<file path="src/rtl/hpd_pkg.sv">
package hpd_pkg;
  localparam int unsigned HP_CH     = 2;
  localparam int unsigned VB_CH     = 2;
  localparam int unsigned HP_STRIDE = 3;
  localparam int unsigned W_CTRL    = 0;
  localparam int unsigned W_SENSE   = 1;
  localparam int unsigned W_ICTL    = 2;
  localparam int unsigned W_DSTAT   = 6;
  localparam int unsigned W_VB0     = 7;
  localparam int unsigned W_MASK    = 9;
  localparam int unsigned W_GCTL    = 10;
  localparam int unsigned W_GSTAT   = 11;
  localparam int unsigned B_POL     = 0;
  localparam int unsigned B_IEN     = 1;
  localparam int unsigned B_ACK     = 2;
  localparam int unsigned B_GS_SW   = 0;
  localparam int unsigned B_GS_DISP = 1;
endpackage

</file>
<file path="src/rtl/hpd_sync.sv">
module hpd_sync #(
  parameter int unsigned W      = 2,
  parameter int unsigned STAGES = 2
) (
  input  logic         clk,
  input  logic         rst_n,
  input  logic [W-1:0] din,
  output logic [W-1:0] dout
);
  logic [W-1:0] stg_q [STAGES];
  logic [W-1:0] stg_d [STAGES];

  always_comb begin
    stg_d[0] = din;
    for (int s = 1; s < STAGES; s++) stg_d[s] = stg_q[s-1];
  end

  always_ff @(posedge clk or negedge rst_n) begin
    if (!rst_n) begin
      for (int s = 0; s < STAGES; s++) stg_q[s] <= '0;
    end else begin
      for (int s = 0; s < STAGES; s++) stg_q[s] <= stg_d[s];
    end
  end

  assign dout = stg_q[STAGES-1];
endmodule

</file>
<file path="src/rtl/hpd_channel.sv">
module hpd_channel
  import hpd_pkg::*;
#(
  parameter int unsigned DATA_W = 32
) (
  input  logic              clk,
  input  logic              rst_n,
  input  logic              sense_s,
  input  logic              wr_ctrl,
  input  logic              wr_ictl,
  input  logic [DATA_W-1:0] wdata,
  output logic              det_en,
  output logic              sense_bit,
  output logic              pol,
  output logic              ien,
  output logic              pend
);
  logic det_en_q, det_en_d;
  logic pol_q, pol_d;
  logic ien_q, ien_d;
  logic pend_q, pend_d;
  logic hit, ack;

  assign hit = det_en_q & (sense_s == pol_q);
  assign ack = wr_ictl & wdata[B_ACK];

  always_comb begin
    det_en_d = det_en_q;
    pol_d    = pol_q;
    ien_d    = ien_q;
    if (wr_ctrl) det_en_d = wdata[0];
    if (wr_ictl) begin
      pol_d = wdata[B_POL];
      ien_d = wdata[B_IEN];
    end
    pend_d = hit | (pend_q & ~ack);
  end

  always_ff @(posedge clk or negedge rst_n) begin
    if (!rst_n) begin
      det_en_q <= 1'b0;
      pol_q    <= 1'b0;
      ien_q    <= 1'b0;
      pend_q   <= 1'b0;
    end else begin
      det_en_q <= det_en_d;
      pol_q    <= pol_d;
      ien_q    <= ien_d;
      pend_q   <= pend_d;
    end
  end

  assign det_en    = det_en_q;
  assign sense_bit = det_en_q & sense_s;
  assign pol       = pol_q;
  assign ien       = ien_q;
  assign pend      = pend_q;
endmodule

</file>
<file path="src/rtl/hpd_rollup.sv">
module hpd_rollup
  import hpd_pkg::*;
#(
  parameter int unsigned DATA_W = 32
) (
  input  logic              clk,
  input  logic              rst_n,
  input  logic [VB_CH-1:0]  vb_evt,
  input  logic [VB_CH-1:0]  vb_ack,
  input  logic              wr_mask,
  input  logic              wr_gctl,
  input  logic              wr_gstat,
  input  logic [DATA_W-1:0] wdata,
  input  logic              sw_req,
  input  logic [HP_CH-1:0]  hp_pend,
  input  logic [HP_CH-1:0]  hp_ien,
  output logic [VB_CH-1:0]  vb_pend,
  output logic [VB_CH-1:0]  vb_mask,
  output logic              sw_en,
  output logic              sw_pend,
  output logic              gen_disp,
  output logic              disp_sum,
  output logic              irq
);
  logic [VB_CH-1:0] vb_pend_q, vb_pend_d;
  logic [VB_CH-1:0] mask_q, mask_d;
  logic             sw_en_q, sw_en_d;
  logic             sw_pend_q, sw_pend_d;
  logic             gdisp_q, gdisp_d;

  assign disp_sum = (|(hp_pend & hp_ien)) | (|(vb_pend_q & mask_q));

  always_comb begin
    vb_pend_d = vb_evt | (vb_pend_q & ~vb_ack);
    mask_d    = wr_mask ? wdata[VB_CH-1:0] : mask_q;
    sw_en_d   = wr_gctl ? wdata[0] : sw_en_q;
    sw_pend_d = sw_req | (sw_pend_q & ~(wr_gstat & wdata[B_GS_SW]));
    gdisp_d   = disp_sum | (gdisp_q & ~(wr_gstat & wdata[B_GS_DISP]));
  end

  always_ff @(posedge clk or negedge rst_n) begin
    if (!rst_n) begin
      vb_pend_q <= '0;
      mask_q    <= '0;
      sw_en_q   <= 1'b0;
      sw_pend_q <= 1'b0;
      gdisp_q   <= 1'b0;
    end else begin
      vb_pend_q <= vb_pend_d;
      mask_q    <= mask_d;
      sw_en_q   <= sw_en_d;
      sw_pend_q <= sw_pend_d;
      gdisp_q   <= gdisp_d;
    end
  end

  assign vb_pend  = vb_pend_q;
  assign vb_mask  = mask_q;
  assign sw_en    = sw_en_q;
  assign sw_pend  = sw_pend_q;
  assign gen_disp = gdisp_q;
  assign irq      = (sw_pend_q & sw_en_q) | gdisp_q;
endmodule

</file>
<file path="src/rtl/hpd_irq_unit.sv">
module hpd_irq_unit
  import hpd_pkg::*;
#(
  parameter int unsigned ADDR_W      = 4,
  parameter int unsigned DATA_W      = 32,
  parameter int unsigned SYNC_STAGES = 2
) (
  input  logic              clk,
  input  logic              rst_n,
  input  logic              reg_wr,
  input  logic              reg_rd,
  input  logic [ADDR_W-1:0] reg_addr,
  input  logic [DATA_W-1:0] reg_wdata,
  output logic [DATA_W-1:0] reg_rdata,
  output logic              reg_rvalid,
  input  logic [HP_CH-1:0]  hp_sense_raw,
  input  logic [VB_CH-1:0]  vblank_evt,
  input  logic              sw_irq_req,
  output logic              irq
);
  logic [1:0] rst_ff_q;
  logic       rst_n_sync;

  always_ff @(posedge clk or negedge rst_n) begin
    if (!rst_n) rst_ff_q <= 2'b00;
    else        rst_ff_q <= {rst_ff_q[0], 1'b1};
  end
  assign rst_n_sync = rst_ff_q[1];

  logic [HP_CH-1:0] sense_s, det_en, sense_bit, pol, ien, hp_pend;
  logic [VB_CH-1:0] vb_pend, vb_mask, vb_ack;
  logic             sw_en, sw_pend, gen_disp, disp_sum;

  hpd_sync #(.W(HP_CH), .STAGES(SYNC_STAGES)) u_sync (
    .clk(clk), .rst_n(rst_n_sync), .din(hp_sense_raw), .dout(sense_s)
  );

  for (genvar c = 0; c < HP_CH; c++) begin : g_ch
    localparam int unsigned BASE = c * HP_STRIDE;
    logic wr_ctrl, wr_ictl;
    assign wr_ctrl = reg_wr && (reg_addr == ADDR_W'(BASE + W_CTRL));
    assign wr_ictl = reg_wr && (reg_addr == ADDR_W'(BASE + W_ICTL));
    hpd_channel #(.DATA_W(DATA_W)) u_ch (
      .clk(clk), .rst_n(rst_n_sync), .sense_s(sense_s[c]),
      .wr_ctrl(wr_ctrl), .wr_ictl(wr_ictl), .wdata(reg_wdata),
      .det_en(det_en[c]), .sense_bit(sense_bit[c]), .pol(pol[c]),
      .ien(ien[c]), .pend(hp_pend[c])
    );
  end

  for (genvar v = 0; v < VB_CH; v++) begin : g_vback
    assign vb_ack[v] = reg_wr && (reg_addr == ADDR_W'(W_VB0 + v)) && reg_wdata[0];
  end

  hpd_rollup #(.DATA_W(DATA_W)) u_roll (
    .clk(clk), .rst_n(rst_n_sync), .vb_evt(vblank_evt), .vb_ack(vb_ack),
    .wr_mask(reg_wr && (reg_addr == ADDR_W'(W_MASK))),
    .wr_gctl(reg_wr && (reg_addr == ADDR_W'(W_GCTL))),
    .wr_gstat(reg_wr && (reg_addr == ADDR_W'(W_GSTAT))),
    .wdata(reg_wdata), .sw_req(sw_irq_req), .hp_pend(hp_pend), .hp_ien(ien),
    .vb_pend(vb_pend), .vb_mask(vb_mask), .sw_en(sw_en), .sw_pend(sw_pend),
    .gen_disp(gen_disp), .disp_sum(disp_sum), .irq(irq)
  );

  logic [DATA_W-1:0] rd_mux;
  logic [DATA_W-1:0] rdata_q, rdata_d;
  logic              rvalid_q;

  always_comb begin
    rd_mux = '0;
    for (int c = 0; c < HP_CH; c++) begin
      if (reg_addr == ADDR_W'(c * HP_STRIDE + W_CTRL))  rd_mux[0] = det_en[c];
      if (reg_addr == ADDR_W'(c * HP_STRIDE + W_SENSE)) rd_mux[0] = sense_bit[c];
      if (reg_addr == ADDR_W'(c * HP_STRIDE + W_ICTL)) begin
        rd_mux[B_POL] = pol[c];
        rd_mux[B_IEN] = ien[c];
      end
    end
    for (int v = 0; v < VB_CH; v++) begin
      if (reg_addr == ADDR_W'(W_VB0 + v)) rd_mux[0] = vb_pend[v];
    end
    if (reg_addr == ADDR_W'(W_DSTAT)) rd_mux[VB_CH+HP_CH-1:0] = {hp_pend, vb_pend};
    if (reg_addr == ADDR_W'(W_MASK))  rd_mux[VB_CH-1:0] = vb_mask;
    if (reg_addr == ADDR_W'(W_GCTL))  rd_mux[0] = sw_en;
    if (reg_addr == ADDR_W'(W_GSTAT)) begin
      rd_mux[B_GS_SW]   = sw_pend;
      rd_mux[B_GS_DISP] = gen_disp;
    end
    rdata_d = reg_rd ? rd_mux : rdata_q;
  end

  always_ff @(posedge clk or negedge rst_n_sync) begin
    if (!rst_n_sync) begin
      rdata_q  <= '0;
      rvalid_q <= 1'b0;
    end else begin
      rdata_q  <= rdata_d;
      rvalid_q <= reg_rd;
    end
  end

  assign reg_rdata  = rdata_q;
  assign reg_rvalid = rvalid_q;
endmodule

</file>
<file path="config.mk">
export PLATFORM = sky130hd
export DESIGN_NAME = hpd_irq_unit
export DESIGN_NICKNAME = d
export VERILOG_FILES = /design/src/rtl/hpd_pkg.sv /design/src/rtl/hpd_sync.sv /design/src/rtl/hpd_channel.sv /design/src/rtl/hpd_rollup.sv /design/src/rtl/hpd_irq_unit.sv
export SDC_FILE = /design/constraint.sdc
export NUM_CORES = 1
export LEC_CHECK = 0
export ABC_AREA = 0
export CORE_ASPECT_RATIO = 1.5
export CORE_UTILIZATION = 40
export CTS_CLUSTER_SIZE = 10
export DETAILED_ROUTE_END_ITERATION = 8
export GPL_ROUTABILITY_DRIVEN = 0
export PLACE_DENSITY = 0.82
export SYNTH_ARGS = -nofsm -noshare
export SYNTH_HDL_FRONTEND = slang
export SYNTH_HIERARCHICAL = 1
export SYNTH_SLANG_ARGS = --single-unit
</file>
<file path="constraint.sdc">
create_clock -name clk -period 1.87 [get_ports clk]
set_input_delay 0.2805 -clock clk [delete_from_list [all_inputs] [get_ports clk]]
set_output_delay 0.2805 -clock clk [all_outputs]
set_load 0.01 [all_outputs]
</file>
-- Yosys cells after proc, flatten, opt, wreduce, memory -nomap -nowiden
Cells that the tools add are included.
- reductions and logical operators: 14
- multiplexer cells: 12
- bitwise gates (word level): 28
- equality and inequality tests: 13
- operators by type and width (operator ; count):
    == test 4 x 3 -> 1 bit, second input constant ; 4
    == test 4 bit, second input constant ; 4
    bitwise AND 1 bit ; 13
    logical AND 1 bit ; 11
    == test 4 x 2 -> 1 bit, second input constant ; 2
    2-to-1 mux 2 bit ; 4
    2-to-1 mux 1 bit ; 7
    bitwise AND 2 bit ; 3
    bitwise OR 1 bit ; 6
    == test 4 x 1 -> 1 bit, second input constant ; 1
    zero test 4 bit ; 1
    2-to-1 mux 4 bit ; 1
    inverter 1 bit ; 4
    OR reduction 2 bit ; 2
    == test 1 bit ; 2
    inverter 2 bit ; 1
    bitwise OR 2 bit ; 1
- flip-flop bits (word level): 26
- input port bits: 45
- logic and storage cells: 85

-- Logic depth before layout (Yosys ltp)
Gate-level depths: netlist of run 1.
- depth in word-level cells: 13
- mapped depth: 6

-- Hierarchy
The synthesis of run 1 kept the hierarchy.
- by module, submodules not included (module ; instances ; cells each ; seq. area each (um^2) ; area each (um^2)):
    hpd_irq_unit ; 1 ; 98 ; 175.2 ; 778.2
    hpd_channel ; 2 ; 11 ; 100.1 ; 161.4
    hpd_rollup ; 1 ; 22 ; 175.2 ; 291.5
    hpd_sync ; 1 ; 4 ; 100.1 ; 100.1

-- Least setup slack after synthesis of run 1
No wires, ideal clock.
- path type: input port to flip-flop
- start: input port reg_addr[0]
- end: register g_ch[1].u_ch.ien_q
- arrival time: 1112 ps
- library setup time: 125 ps
- slack: 633 ps
- stages on the path: 4
- required time: 1745 ps
- cells stage by stage: buf_2 -> nor2b_1 -> and3_1 -> mux2_2
- word-level cells in the longest chain between the ends: 2
- RTL lines (element ; RTL line ; source):
    start: declaration ; hpd_irq_unit.sv:12 ; input logic [ADDR_W-1:0] reg_addr,
    == test 4 x 3 -> 1 bit ; hpd_irq_unit.sv:42 ; assign wr_ictl = reg_wr && (reg_addr == ADDR_W'(BASE + W_ICTL));
    logical AND 1 bit ; hpd_irq_unit.sv:42 ;
    named net g_ch[1].wr_ictl ; hpd_irq_unit.sv:40 ; logic wr_ctrl, wr_ictl;
    end signal: assignment ; hpd_channel.sv:48 ; ien_q <= ien_d;
    end: declaration ; hpd_channel.sv:20 ; logic ien_q, ien_d;
The timed path passes the listed nets, and every way through them passes these cells.
A chain may end at the register's enable or synchronous reset.

-- Worst setup path in the final report of run 1
- start: register u_roll.sw_en_q (netlist: u_roll/sw_en)
- end: output port irq
- word-level cells in the longest chain between the ends: 2
- RTL lines (element ; RTL line ; source):
    start: declaration ; hpd_rollup.sv:27 ; logic sw_en_q, sw_en_d;
    start signal: assignment ; hpd_rollup.sv:51 ; sw_en_q <= sw_en_d;
    bitwise AND 1 bit ; hpd_rollup.sv:62 ; assign irq = (sw_pend_q & sw_en_q) | gdisp_q;
    bitwise OR 1 bit ; hpd_rollup.sv:62 ;
    end: declaration ; hpd_irq_unit.sv:19 ; output logic irq
Every way passes these cells.

==> results of run 1 <==
sequential cells by signal, indices dropped and copies added, names as in the netlist, 2 cells and up:
signal,flops
reg_rdata,4
g_ch.u_ch/pol,2
u_sync/stg_d,2
u_roll/vb_mask,2
rst_ff_q,2
g_ch.u_ch/det_en,2
u_sync/dout,2
g_ch.u_ch/ien,2
u_roll/vb_pend,2
g_ch.u_ch/pend,2
layer usage:
metal,vias to the layer above,GRT usage,share of wire
li1,504,-,-
met2,44,0.2364,0.49
met3,10,0.02183,0.046
met1,486,0.1903,0.42
met5,-,0,0
met4,0,0.1054,0.044
critical path, cell delays in order (launching register included):
cell             delay [ns]
dfrtp_1                0.40
a21o_1                 0.19
clkdlybuf4s50_1        0.47
cell usage in the layout, fill, tap and decap left out, types with 2 or more instances in the layout:
cell type	instances
nor2b_1	3
inv_1	7
mux2_4	2
mux2_2	6
nand2b_1	7
a21oi_1	2
dfrtp_1	26
nor2_1	7
a22o_1	2
a21o_1	4
and2_1	2
clkbuf_8	3
conb_1	29
o32ai_1	2
o21ai_0	3
buf_4	15
nor3_1	2
a22oi_1	2
clkdlybuf4s50_1	21
xnor2_1	2
nand3_1	3
nand2_1	8
mux2i_1	2
power by group:
| group | total [uW] | switching (uW) | internal [uW] |
|---|---|---|---|
| clock | 306 | 162 | 144 |
| sequential | 682 | 53.7 | 628 |
| combinational | 277 | 125 | 152 |
stage by stage:
| stage | utilization | hold slack [ns] |
|---|---|---|
| floorplan | - | -0.01509 |
| global placement | 0.4946 | 0.2212 |
| detailed placement | 0.4946 | 0.2322 |
| CTS | 0.5065 | 0.1629 |
| global route | 0.5065 | 0.1529 |
| finish | 0.5065 | 0.1636 |
worst paths after layout:
path,end,slack (ns),depth (start not counted)
setup / recovery,irq,0.26,2
hold / removal,rst_ff_q[0],0.16,1
setup reg to reg,reg_rdata[0],0.53,5
hold reg to reg,u_roll/vb_pend[1],0.22,1
max in group asynchronous,g_ch[0].u_ch/pend,1.42,1
min in group clk,u_sync/dout[0],0.35,0
area by class of cell:
cell class / instances / area share
Multi-Input combinational cell: 106 / 0.3797
Sequential cell: 26 / 0.3691
Timing Repair Buffer: 36 / 0.1831
Tap cell: 42 / 0.02981
Clock buffer: 3 / 0.02342
Inverter: 7 / 0.01490
==> impl_metrics.toml, run 1 <==
[outcome]
outcome = "completed"

[min_path]
min_path_type = "input pin to async pin"

[die]
core_sq_mm = 0.003481
die_h_um = 76.73
die_x_um = 51.82
die_area_sq_mm = 0.003976
rows = 26
start_util = 0.4277
pin_count = 79

[sta]
rsz0062_at_grt = "no"
finClkSkew_ns = 0.002240
worst_slack_ns = 0.2641
slew_violations = 0
fmax_ghz = 0.6227
min_period_over_period = 0.8588
tns_ns = 0
finalSetupViolCount = 0
finalHoldViolations = 0
fin_crit_ns = 1.606

[clocking]
hold_buffers = 0
clk_pin_slew_ns = 0.08
cts_resized = 0
cts_setup_buffers = 0
cts_tree = "yes"
cts_buffer_depth = 2
clk_latency_ns = 0.27
clock_tree.root_cell = "clkbuf_8"
cts-buffers-inserted = 3
h-tree-depth = 1
cts_sinks = 26

[pwr]
peakVddDrop_mv = 0.5032
power_density_mw_per_mm2 = 717.5
total_power_uw = 1265
leakage_uw = 0.0007703

[setup_path]
critPathArrivalTime_ns = 1.33
required_ns = 1.59
worstSetupPathType = "flip-flop to output pin"
path_max_fanout = 3
worstSetupStartpointType = "flip-flop"
crit_start = "u_roll/sw_en"
critPathCaptureType = "output pin"
rr_startpoint = "g_ch[0].u_ch/det_en"

[detailed_routing]
viasPerCell = 4.745
wl_per_cell_um = 11.88
drc = 0
vias = 1044
antenna_left = 0
wl_um = 2613
drt_pass1_iterations = 4
drt_iter0_markers = 21

[global_route]
grt_pass1_wl_um = 4478
antenna_found_initial = 0
grt_max_degree = 25
grt_pass1_vias = 1022
grt_remaining_overflow = 0
grt_usage = 0.1528

[finish]
nets = 225
multi_input_area_sq_um = 669.4
final_layout_size_suffix_gt1_frac = 0.1629
area_growth_pct = 18.40
ff_latch_area_sq_um = 650.6
final_cells = 220
num-fill-cells = 339
stdcell_area_sq_mm = 0.001763
antennaDiodeCount = 0

[synth]
syn_avg_cell_area_sq_um = 10.27
synthesis.area_sq_mm = 0.001489
synthesis.instances = 145
yosysWarnings = 6

[placed_design]
portBuffers = 21
hpwlAfterDp_um = 2034
postPlaceCellArea_sq_mm = 0.001722
pre_cts_slack_ns = 0.01288
dp_cells = 217

[run]
maxCapViolCount = 0
No activity file was read; power rests on OpenSTA's default activity.
==> run 2: changes to the inputs <==
GPL_TIMING_DRIVEN = 0   (was unset)
==> run 2 against run 1 <==
Compared with the run above: hold slack better by 0.0089 ns; fmax decreased by 2.6%; non-clock buffer count grew 18; clock power barely moved; sequential share of layout area down 2.6 points; die area unchanged; critical path type is now input pin to flip-flop; largest power group unchanged; highest routed layer unchanged.
==> impl_metrics.toml, run 2 (synthesized netlist as in run 1, its figures left out) <==
[die]
pin_count = 79
rows = 26
start_util = 0.4277
die_area_sq_mm = 0.003976
die_h_um = 76.73
die_x_um = 51.82
core_sq_mm = 0.003481

[global_route]
antenna_found_initial = 0
grt_usage = 0.1447
grt_remaining_overflow = 0
grt_pass1_wl_um = 4291
grt_pass1_vias = 934
grt_max_degree = 25

[clocking]
cts_buffer_depth = 2
cts_tree = "yes"
clk_pin_slew_ns = 0.09
cts_sinks = 26
clk_latency_ns = 0.26
cts-buffers-inserted = 3
h-tree-depth = 1
hold_buffers = 0
cts_resized = 0
cts_setup_buffers = 0
clock_tree.root_cell = "clkbuf_8"

[run]
maxCapViolCount = 0

[placed_design]
postPlaceCellArea_sq_mm = 0.001853
portBuffers = 21
hpwlAfterDp_um = 2011
dp_cells = 235

[min_path]
min_path_type = "input pin to async pin"

[setup_path]
path_max_fanout = 10
critPathArrivalTime_ns = 1.80
worstSetupPathType = "input pin to flip-flop"
critPathCaptureType = "flip-flop"
required_ns = 2.03
worstSetupStartpointType = "input pin"

[finish]
area_growth_pct = 27.23
final_layout_size_suffix_gt1_frac = 0.2398
stdcell_area_sq_mm = 0.001894
num-fill-cells = 307
final_cells = 238
antennaDiodeCount = 0
largest_reg_flops = 4
layout_common_cells = "29 x buf_4, 29 x conb_1, 26 x dfrtp_1, 21 x clkdlybuf4s50_1, 8 x nand2_1"
nets = 243
postLayoutCoreUtil = 0.5442

[outcome]
outcome = "completed"

[sta]
tightest_slew_ns = 0.9211
finalHoldViolations = 0
finClkSkew_ns = 0.005754
finalSetupViolCount = 0
timing.slew.headroom = 0.3859
rsz0062_at_grt = "no"
fmax_ghz = 0.6065
slew_violations = 0
tns_ns = 0
min_period_over_period = 0.8817
fin_crit_ns = 1.649

[pwr]
total_power_uw = 1291
peakVddDrop_mv = 0.4639
leakage_uw = 0.0008741
power_density_mw_per_mm2 = 681.3

[detailed_routing]
drc = 0
drt_iter0_markers = 33
drt_pass1_iterations = 4
vias = 1095
wl_um = 2580
viasPerCell = 4.601
wl_per_cell_um = 10.84
antenna_left = 0
run 2: worst paths after layout:
path | startpoint | endpoint | depth (start not counted) | slack [ns]
worst min register to register | rst_ff_q[0] | rst_ff_q[1] | 0 | 0.36
worst max register to register | g_ch[1].u_ch/det_en | reg_rdata[0] | 5 | 0.50
worst max-delay path | reg_addr[0] | g_ch[1].u_ch/ien | 5 | 0.22
min in group clk | rst_ff_q[0] | rst_ff_q[1] | 0 | 0.36
worst min-delay path | rst_n | rst_ff_q[1] | 1 | 0.17
max in group asynchronous | rst_ff_q[1] | u_roll/sw_en | 0 | 0.92
run 2: where the power goes:
| group | internal (uW) | switching [uW] | total [uW] | leakage [uW] |
|---|---|---|---|---|
| sequential | 628 | 63.0 | 691 | 0.000298 |
| combinational | 176 | 119 | 295 | 0.000554 |
| clock | 144 | 160 | 304 | 0.0000216 |
| total | 948 | 342 | 1290 | 0.000874 |
run 2: worst max-delay path, cell delays in order:
cell,delay (ns)
clkdlybuf4s50_1,0.52
buf_2,0.21
nor2b_1,0.20
and3_1,0.25
mux2_2,0.35
run 2: final cells by class:
type | count | area, sq um | area share
Multi-Input combinational cell | 106 | 669.4 | 0.3534
Sequential cell | 26 | 650.6 | 0.3435
Buffer | 33 | 244.0 | 0.1288
Timing Repair Buffer | 21 | 210.2 | 0.1110
Tap cell | 42 | 52.55 | 0.02774
Clock buffer | 3 | 41.29 | 0.02180
Inverter | 7 | 26.28 | 0.01387
run 2: through the flow:
step / hold WS, ns / setup slack, ns
after detailed placement: 0.3373 / -0.05270
after CTS: 0.1652 / 0.2294
after floorplan: -0.01509 / 0.6331
after global routing: 0.1672 / 0.07184
after global placement: 0.3317 / -0.05730
final: 0.1725 / 0.2212
run 2: routing by layer:
metal	wire length [um]	vias to the layer above	GRT usage
met5	0	-	0
met4	49	0	0.05946
met3	148	6	0.02381
met2	1288	48	0.2442
met1	1094	492	0.1771
li1	-	549	-
